$ cat src/rtl/rxf_pkg.sv
package rxf_pkg;
  // bit positions in the status readback word
  localparam int unsigned ST_CMD_BIT  = 7;
  localparam int unsigned ST_FILL_LSB = 8;
  localparam int unsigned ST_IDX_LSB  = 16;

  // fill level action for one cycle
  typedef enum logic [1:0] {
    FILL_HOLD = 2'd0,
    FILL_UP   = 2'd1,
    FILL_DOWN = 2'd2,
    FILL_CLR  = 2'd3
  } fill_op_e;
endpackage

$ cat src/rtl/rxf_wrap_ctr.sv
module rxf_wrap_ctr #(
  parameter int unsigned W     = 6,
  parameter int unsigned LIMIT = 64
) (
  input  logic         clk,
  input  logic         hard_rst_n,
  input  logic         clr,
  input  logic         inc,
  output logic [W-1:0] q
);
  localparam logic [W-1:0] LAST = W'(LIMIT - 1);

  always_ff @(posedge clk or negedge hard_rst_n) begin
    if (!hard_rst_n)  q <= '0;
    else if (clr)     q <= '0;
    else if (inc)     q <= (q == LAST) ? '0 : q + 1'b1;
  end

  // a wrapping counter only ever steps by one or returns to 0
  assert_wrap_step_R1: assert property (@(posedge clk) disable iff (!hard_rst_n)
    (inc && !clr && q == LAST) |=> (q == '0));
endmodule

$ cat src/rtl/rxf_fill_ctr.sv
module rxf_fill_ctr
  import rxf_pkg::*;
#(
  parameter int unsigned W     = 7,
  parameter int unsigned LIMIT = 64
) (
  input  logic         clk,
  input  logic         hard_rst_n,
  input  fill_op_e     op,
  output logic [W-1:0] q,
  output logic         empty,
  output logic         full
);
  localparam logic [W-1:0] TOP = W'(LIMIT);

  always_ff @(posedge clk or negedge hard_rst_n) begin
    if (!hard_rst_n) q <= '0;
    else begin
      unique case (op)
        FILL_UP:   q <= q + 1'b1;
        FILL_DOWN: q <= q - 1'b1;
        FILL_CLR:  q <= '0;
        default:   q <= q;
      endcase
    end
  end

  assign empty = (q == '0);
  assign full  = (q == TOP);

  assert_fill_bound_R2: assert property (@(posedge clk) disable iff (!hard_rst_n)
    q <= TOP);
  assert_no_up_when_full_R10: assert property (@(posedge clk) disable iff (!hard_rst_n)
    (op == FILL_UP) |-> (q != TOP));
  assert_no_down_when_empty_R4: assert property (@(posedge clk) disable iff (!hard_rst_n)
    (op == FILL_DOWN) |-> (q != '0));
endmodule

$ cat src/rtl/rxf_slot_addr.sv
module rxf_slot_addr #(
  parameter int unsigned IDX_W      = 6,
  parameter int unsigned ADDR_W     = 16,
  parameter int unsigned BASE_ADDR  = 32'h4100,
  parameter int unsigned SLOT_BYTES = 72
) (
  input  logic [IDX_W-1:0]  idx,
  output logic [ADDR_W-1:0] addr
);
  localparam logic [ADDR_W-1:0] BASE   = ADDR_W'(BASE_ADDR);
  localparam logic [ADDR_W-1:0] STRIDE = ADDR_W'(SLOT_BYTES);

  logic [ADDR_W-1:0] offs;

  always_comb begin
    offs = ADDR_W'(idx) * STRIDE;
    addr = BASE + offs;
  end
endmodule

$ cat src/rtl/rxf_index_tracker.sv
module rxf_index_tracker
  import rxf_pkg::*;
#(
  parameter int unsigned SLOTS      = 64,
  parameter int unsigned BASE_ADDR  = 32'h4100,
  parameter int unsigned SLOT_BYTES = 72,
  parameter int unsigned ADDR_W     = 16,
  parameter int unsigned DATA_W     = 32
) (
  input  logic              clk,
  input  logic              hard_rst_n,
  input  logic              soft_rst,
  input  logic              core_en,
  input  logic              host_wr_en,
  input  logic [DATA_W-1:0] host_wr_data,
  input  logic              rx_done,
  output logic [$clog2(SLOTS)-1:0]   rd_idx,
  output logic [$clog2(SLOTS)-1:0]   wr_idx,
  output logic [$clog2(SLOTS+1)-1:0] fill_lvl,
  output logic [ADDR_W-1:0]          next_addr,
  output logic [DATA_W-1:0]          status_rdata,
  output logic                       ovf_pulse
);
  localparam int unsigned IDX_W  = $clog2(SLOTS);
  localparam int unsigned FILL_W = $clog2(SLOTS + 1);

  logic pop_req, push_req, pop_ok, push_ok;
  logic is_empty, is_full;
  fill_op_e fill_op;
  logic unused_wr_bits;

  assign unused_wr_bits = ^host_wr_data;

  // command decode and acceptance
  assign pop_req  = core_en && host_wr_en && host_wr_data[ST_CMD_BIT];
  assign push_req = core_en && rx_done;
  assign pop_ok   = pop_req && !is_empty && !soft_rst;
  assign push_ok  = push_req && (!is_full || pop_ok) && !soft_rst;

  always_comb begin
    if (soft_rst)                fill_op = FILL_CLR;
    else if (push_ok && !pop_ok) fill_op = FILL_UP;
    else if (pop_ok && !push_ok) fill_op = FILL_DOWN;
    else                         fill_op = FILL_HOLD;
  end

  rxf_wrap_ctr #(.W(IDX_W), .LIMIT(SLOTS)) u_rd_ctr (
    .clk(clk), .hard_rst_n(hard_rst_n), .clr(soft_rst), .inc(pop_ok), .q(rd_idx)
  );

  rxf_wrap_ctr #(.W(IDX_W), .LIMIT(SLOTS)) u_wr_ctr (
    .clk(clk), .hard_rst_n(hard_rst_n), .clr(soft_rst), .inc(push_ok), .q(wr_idx)
  );

  rxf_fill_ctr #(.W(FILL_W), .LIMIT(SLOTS)) u_fill (
    .clk(clk), .hard_rst_n(hard_rst_n), .op(fill_op),
    .q(fill_lvl), .empty(is_empty), .full(is_full)
  );

  rxf_slot_addr #(
    .IDX_W(IDX_W), .ADDR_W(ADDR_W), .BASE_ADDR(BASE_ADDR), .SLOT_BYTES(SLOT_BYTES)
  ) u_addr (
    .idx(rd_idx), .addr(next_addr)
  );

  always_ff @(posedge clk or negedge hard_rst_n) begin
    if (!hard_rst_n)   ovf_pulse <= 1'b0;
    else if (soft_rst) ovf_pulse <= 1'b0;
    else               ovf_pulse <= push_req && !push_ok;
  end

  // status readback: the command bit is never stored and reads 0
  always_comb begin
    status_rdata = '0;
    status_rdata[ST_FILL_LSB +: FILL_W] = fill_lvl;
    status_rdata[ST_IDX_LSB  +: IDX_W]  = rd_idx;
    status_rdata[ST_CMD_BIT]            = 1'b0;
  end

  assert_pop_empty_R4: assert property (@(posedge clk) disable iff (!hard_rst_n)
    (pop_req && fill_lvl == '0 && !soft_rst) |=> $stable(rd_idx));
  assert_same_cycle_R6: assert property (@(posedge clk) disable iff (!hard_rst_n)
    (pop_req && push_req && fill_lvl != '0 && !soft_rst) |=> $stable(fill_lvl));
  assert_hold_disabled_R8: assert property (@(posedge clk) disable iff (!hard_rst_n)
    (!core_en && !soft_rst) |=> ($stable(rd_idx) && $stable(wr_idx) && $stable(fill_lvl)));
  assert_soft_clear_R9: assert property (@(posedge clk) disable iff (!hard_rst_n)
    soft_rst |=> (rd_idx == '0 && wr_idx == '0 && fill_lvl == '0 && !ovf_pulse));
  assert_no_overflow_R10: assert property (@(posedge clk) disable iff (!hard_rst_n)
    ovf_pulse |-> ($past(fill_lvl) == FILL_W'(SLOTS) && $stable(wr_idx)));
  assert_index_gap_R11: assert property (@(posedge clk) disable iff (!hard_rst_n)
    IDX_W'(wr_idx - rd_idx) == fill_lvl[IDX_W-1:0]);
endmodule

$ cat config.mk
export PLATFORM = sky130hd
export DESIGN_NAME = rxf_index_tracker
export DESIGN_NICKNAME = d
export VERILOG_FILES = /design/src/rtl/rxf_pkg.sv /design/src/rtl/rxf_wrap_ctr.sv /design/src/rtl/rxf_fill_ctr.sv /design/src/rtl/rxf_slot_addr.sv /design/src/rtl/rxf_index_tracker.sv
export SDC_FILE = /design/constraint.sdc
export NUM_CORES = 1
export LEC_CHECK = 0
export ABC_AREA = 1
export ABC_CLOCK_PERIOD_IN_PS = 4590
export BUFFER_PORTS_ARGS = -buffer_cell sky130_fd_sc_hd__buf_2
export CORE_AREA = 10 10 74 76
export DETAILED_ROUTE_END_ITERATION = 6
export DIE_AREA = 0 0 84 86
export PLACE_DENSITY = 0.95
export SYNTH_ARGS = -nofsm -noshare
export SYNTH_HDL_FRONTEND = slang
export SYNTH_SLANG_ARGS = --single-unit
$ cat constraint.sdc
create_clock -name clk -period 4.59 [get_ports clk]
set_input_delay 0.918 -clock clk [delete_from_list [all_inputs] [get_ports clk]]
set_output_delay 0.918 -clock clk [all_outputs]
set_load 0.02 [all_outputs]
==> results_dict.tcl <==
set metrics [dict create \
    status "completed" \
    numPortBuffers 49 \
    die_area_mm2 0.00722 \
    slowest_delay_ps 480 \
    synth_seq_cells 20 \
    vdd_drop_max_mv 0.138 \
    postSynthAreaPerCell_um2 8.08 \
    drtPass1Iterations 4 \
    diodes 0 \
    crit_slowest_cell "dfrtp_1" \
    cts_setup_buffers 0 \
    syn_inst 235 \
    fin_hold_ws_ps 576 \
    hpwl_um 3550 \
    vias_per_cell 4.96 \
    vias 1581 \
    netlist-cell-type-count 33 \
    grt_first_pass_wirelength_um 7510 \
    routed_wl_um 4340 \
    cp-end-kind "output pin" \
    grt_pass1_vias 1676 \
    maxSlewViolCount 0 \
    drv_cap 0 \
    multi_input_area_mm2 0.00108 \
    cts_num_sinks 20 \
    cp.depth 9 \
    hp-class "in -> async" \
    ant_nets 0 \
    worst_pin_slew_ps 634 \
    drive_gt1_share_pct 27.9 \
    finalHoldViolations 0 \
    cts_buffers 3 \
    max_slew_margin_pct 57.2 \
    wl_per_cell_um 13.6 \
    finalSetupViolCount 0 \
    start_util_pct 47.8 \
    critPathKind "reg -> out" \
    fillers 388 \
    rr_startpoint "u_fill.q[0]" \
    clock_latency_ps 260 \
    r2r_cells 14 \
    ys_warn_count 0 \
    die_h_um 86 \
    crit_end "next_addr[12]" \
    worst_ep_required_time_ps 3670 \
    rsz0062_at_grt "no" \
    tritoncts "built" \
    cts_root_buffer "clkbuf_8" \
    grt_use_total_pct 11.9 \
    crit_arrival_ps 2560 \
    placed_cells 315 \
    post_cts_resized 0 \
    synth_flop_cell "dfrtp_1" \
    skew_ps 1.47 \
    clockBufferDepth 2 \
    cellPowerDensity_mw_per_mm2 209 \
    synthesis.area_mm2 0.00190 \
    cts_hold_buf 0 \
    timing.fmax_mhz 287 \
    path_common_cell "ha_1" \
    io-pin-count 106 \
    routabilityCongestion 0.845 \
    synth-edff-count 0 \
    path_max_fanout 8 \
    grt.overflow.total 0 \
    core_area_mm2 0.00397 \
    critPathTopFamily "adder cells" \
    grt_max_degree 24 \
    period_minus_slack_ps 3480 \
    power_leakage_nw 1.18 \
    crit_buf_inv 2 \
    period_share_pct 75.8 \
    critPathLaunch "u_rd_ctr.q[4]" \
    worst_setup_path_start_kind "flop" \
    die_w_um 84 \
    seq_area_um2 500 \
    antenna_found_initial 0 \
    r2r_slack_ps 2270 \
    nNetsFinal 324 \
    rows 23 \
    drtIter0Drc 62 \
    syn_to_final_growth_pct 8.17 \
    cts_max_level 1 \
    synthArstFlopShare_pct 100 \
    final_core_util_pct 51.7 \
    r2r_end "u_fill.q[6]" \
    clkSlewWorstSetupHoldPaths_ps 80 \
    yosysSeqAreaShare_pct 26.4 \
    critical_path.cell_chain "ha_1 -> ha_1 -> inv_1 -> fa_1 -> xnor2_1 -> ha_1 -> nand2_1 -> o21ai_0 -> buf_2" \
    fin_cells 319 \
    drc 0 \
    fin_tns_setup_ps 0 \
]
metrics by stage:
| stage | setup slack [ps] | total power, mW | instance area [µm²] |
|---|---|---|---|
| finish | 1110 | 0.430 | 2050 |
| global route | 936 | 0.448 | 2050 |
| CTS | 1070 | 0.432 | 2050 |
| detailed placement | 1380 | 0.255 | 1980 |
| global placement | 1500 | 0.253 | 1980 |
| floorplan | 1240 | 0.256 | 1980 |
power by group:
| part | switching (mW) | internal, mW |
|---|---|---|
| combinational | 0.0537 | 0.0149 |
| sequential | 0.00452 | 0.179 |
| clock | 0.0614 | 0.117 |
| total | 0.120 | 0.310 |
cells in the mapped netlist (5+ instances only):
cell,instances,share of area (%)
nor2_1,7,1.4
xor2_1,10,4.6
inv_1,22,4.4
nand3_1,20,5.3
buf_4,41,16
ha_1,14,9.2
o21ai_1,7,1.8
o21ai_0,6,1.6
a21oi_1,5,1.3
dfrtp_1,20,26
nand2_1,32,6.3
nand4_1,10,3.3
worst min-delay path by stage:
stage | slack, ps | end
after floorplan | 620 | ovf_pulse
final | 580 | u_wr_ctr.q[1]
after CTS | 580 | u_wr_ctr.q[3]
after global routing | 620 | u_wr_ctr.q[5]
after global placement | 540 | u_wr_ctr.q[3]
after detailed placement | 560 | u_wr_ctr.q[3]
layout make-up:
class	instances	share of cell area (%)
inverter	24	4.39
sequential	20	24.4
tap	50	3.05
multi-input combinational	171	52.4
clock inverter	1	1.46
timing repair buffer	50	12.3
clock buffer	3	2.01
flip-flops by register name, indices dropped and copies added, names as in the netlist:
| register | count |
|---|---|
| ovf_pulse | 1 |
| u_rd_ctr.q | 6 |
| u_fill.q | 7 |
| u_wr_ctr.q | 6 |
cell families (layout without fill, tap and decap cells):
| group | after synthesis | in the layout | synth area share, % |
|---|---|---|---|
| AOI/OAI and AO/OA | 28 | 28 | 9.62 |
| xor gates and xnor gates | 14 | 14 | 6.46 |
| adders and majority gates | 16 | 16 | 11.3 |
| buffers and inverters | 67 | 78 | 21.5 |
| DFF | 20 | 20 | 26.4 |
| other | 2 | 25 | 0.396 |
| and+or+nand+nor | 88 | 88 | 24.3 |
layer usage:
layer	part of all wire (%)	GRT usage, %	vias up
met3	10	4.64	9
met5	0	0	-
li1	-	-	784
met4	1.8	4.87	0
met2	46	20.0	63
met1	42	13.3	725
cells in the final DEF, fill, tap and decap left out, types with 2 or more instances in the layout:
master	synthesis	routed
xnor2_1	4	4
inv_1	22	22
buf_2	2	49
o21ai_0	6	6
o22ai_1	2	2
nand3_1	20	20
conb_1	2	25
nand2_2	4	4
inv_2	2	2
fa_1	2	2
clkbuf_8	0	3
o21ai_2	3	3
a31oi_1	2	2
a21oi_1	5	5
nand3_2	3	3
nor2_2	3	3
nor3_1	3	3
o21ai_1	7	7
nand4_1	10	10
nor2_1	7	7
dfrtp_1	20	20
ha_1	14	14
xor2_1	10	10
nand2_1	32	32
No activity file was read; power rests on OpenSTA's default activity.
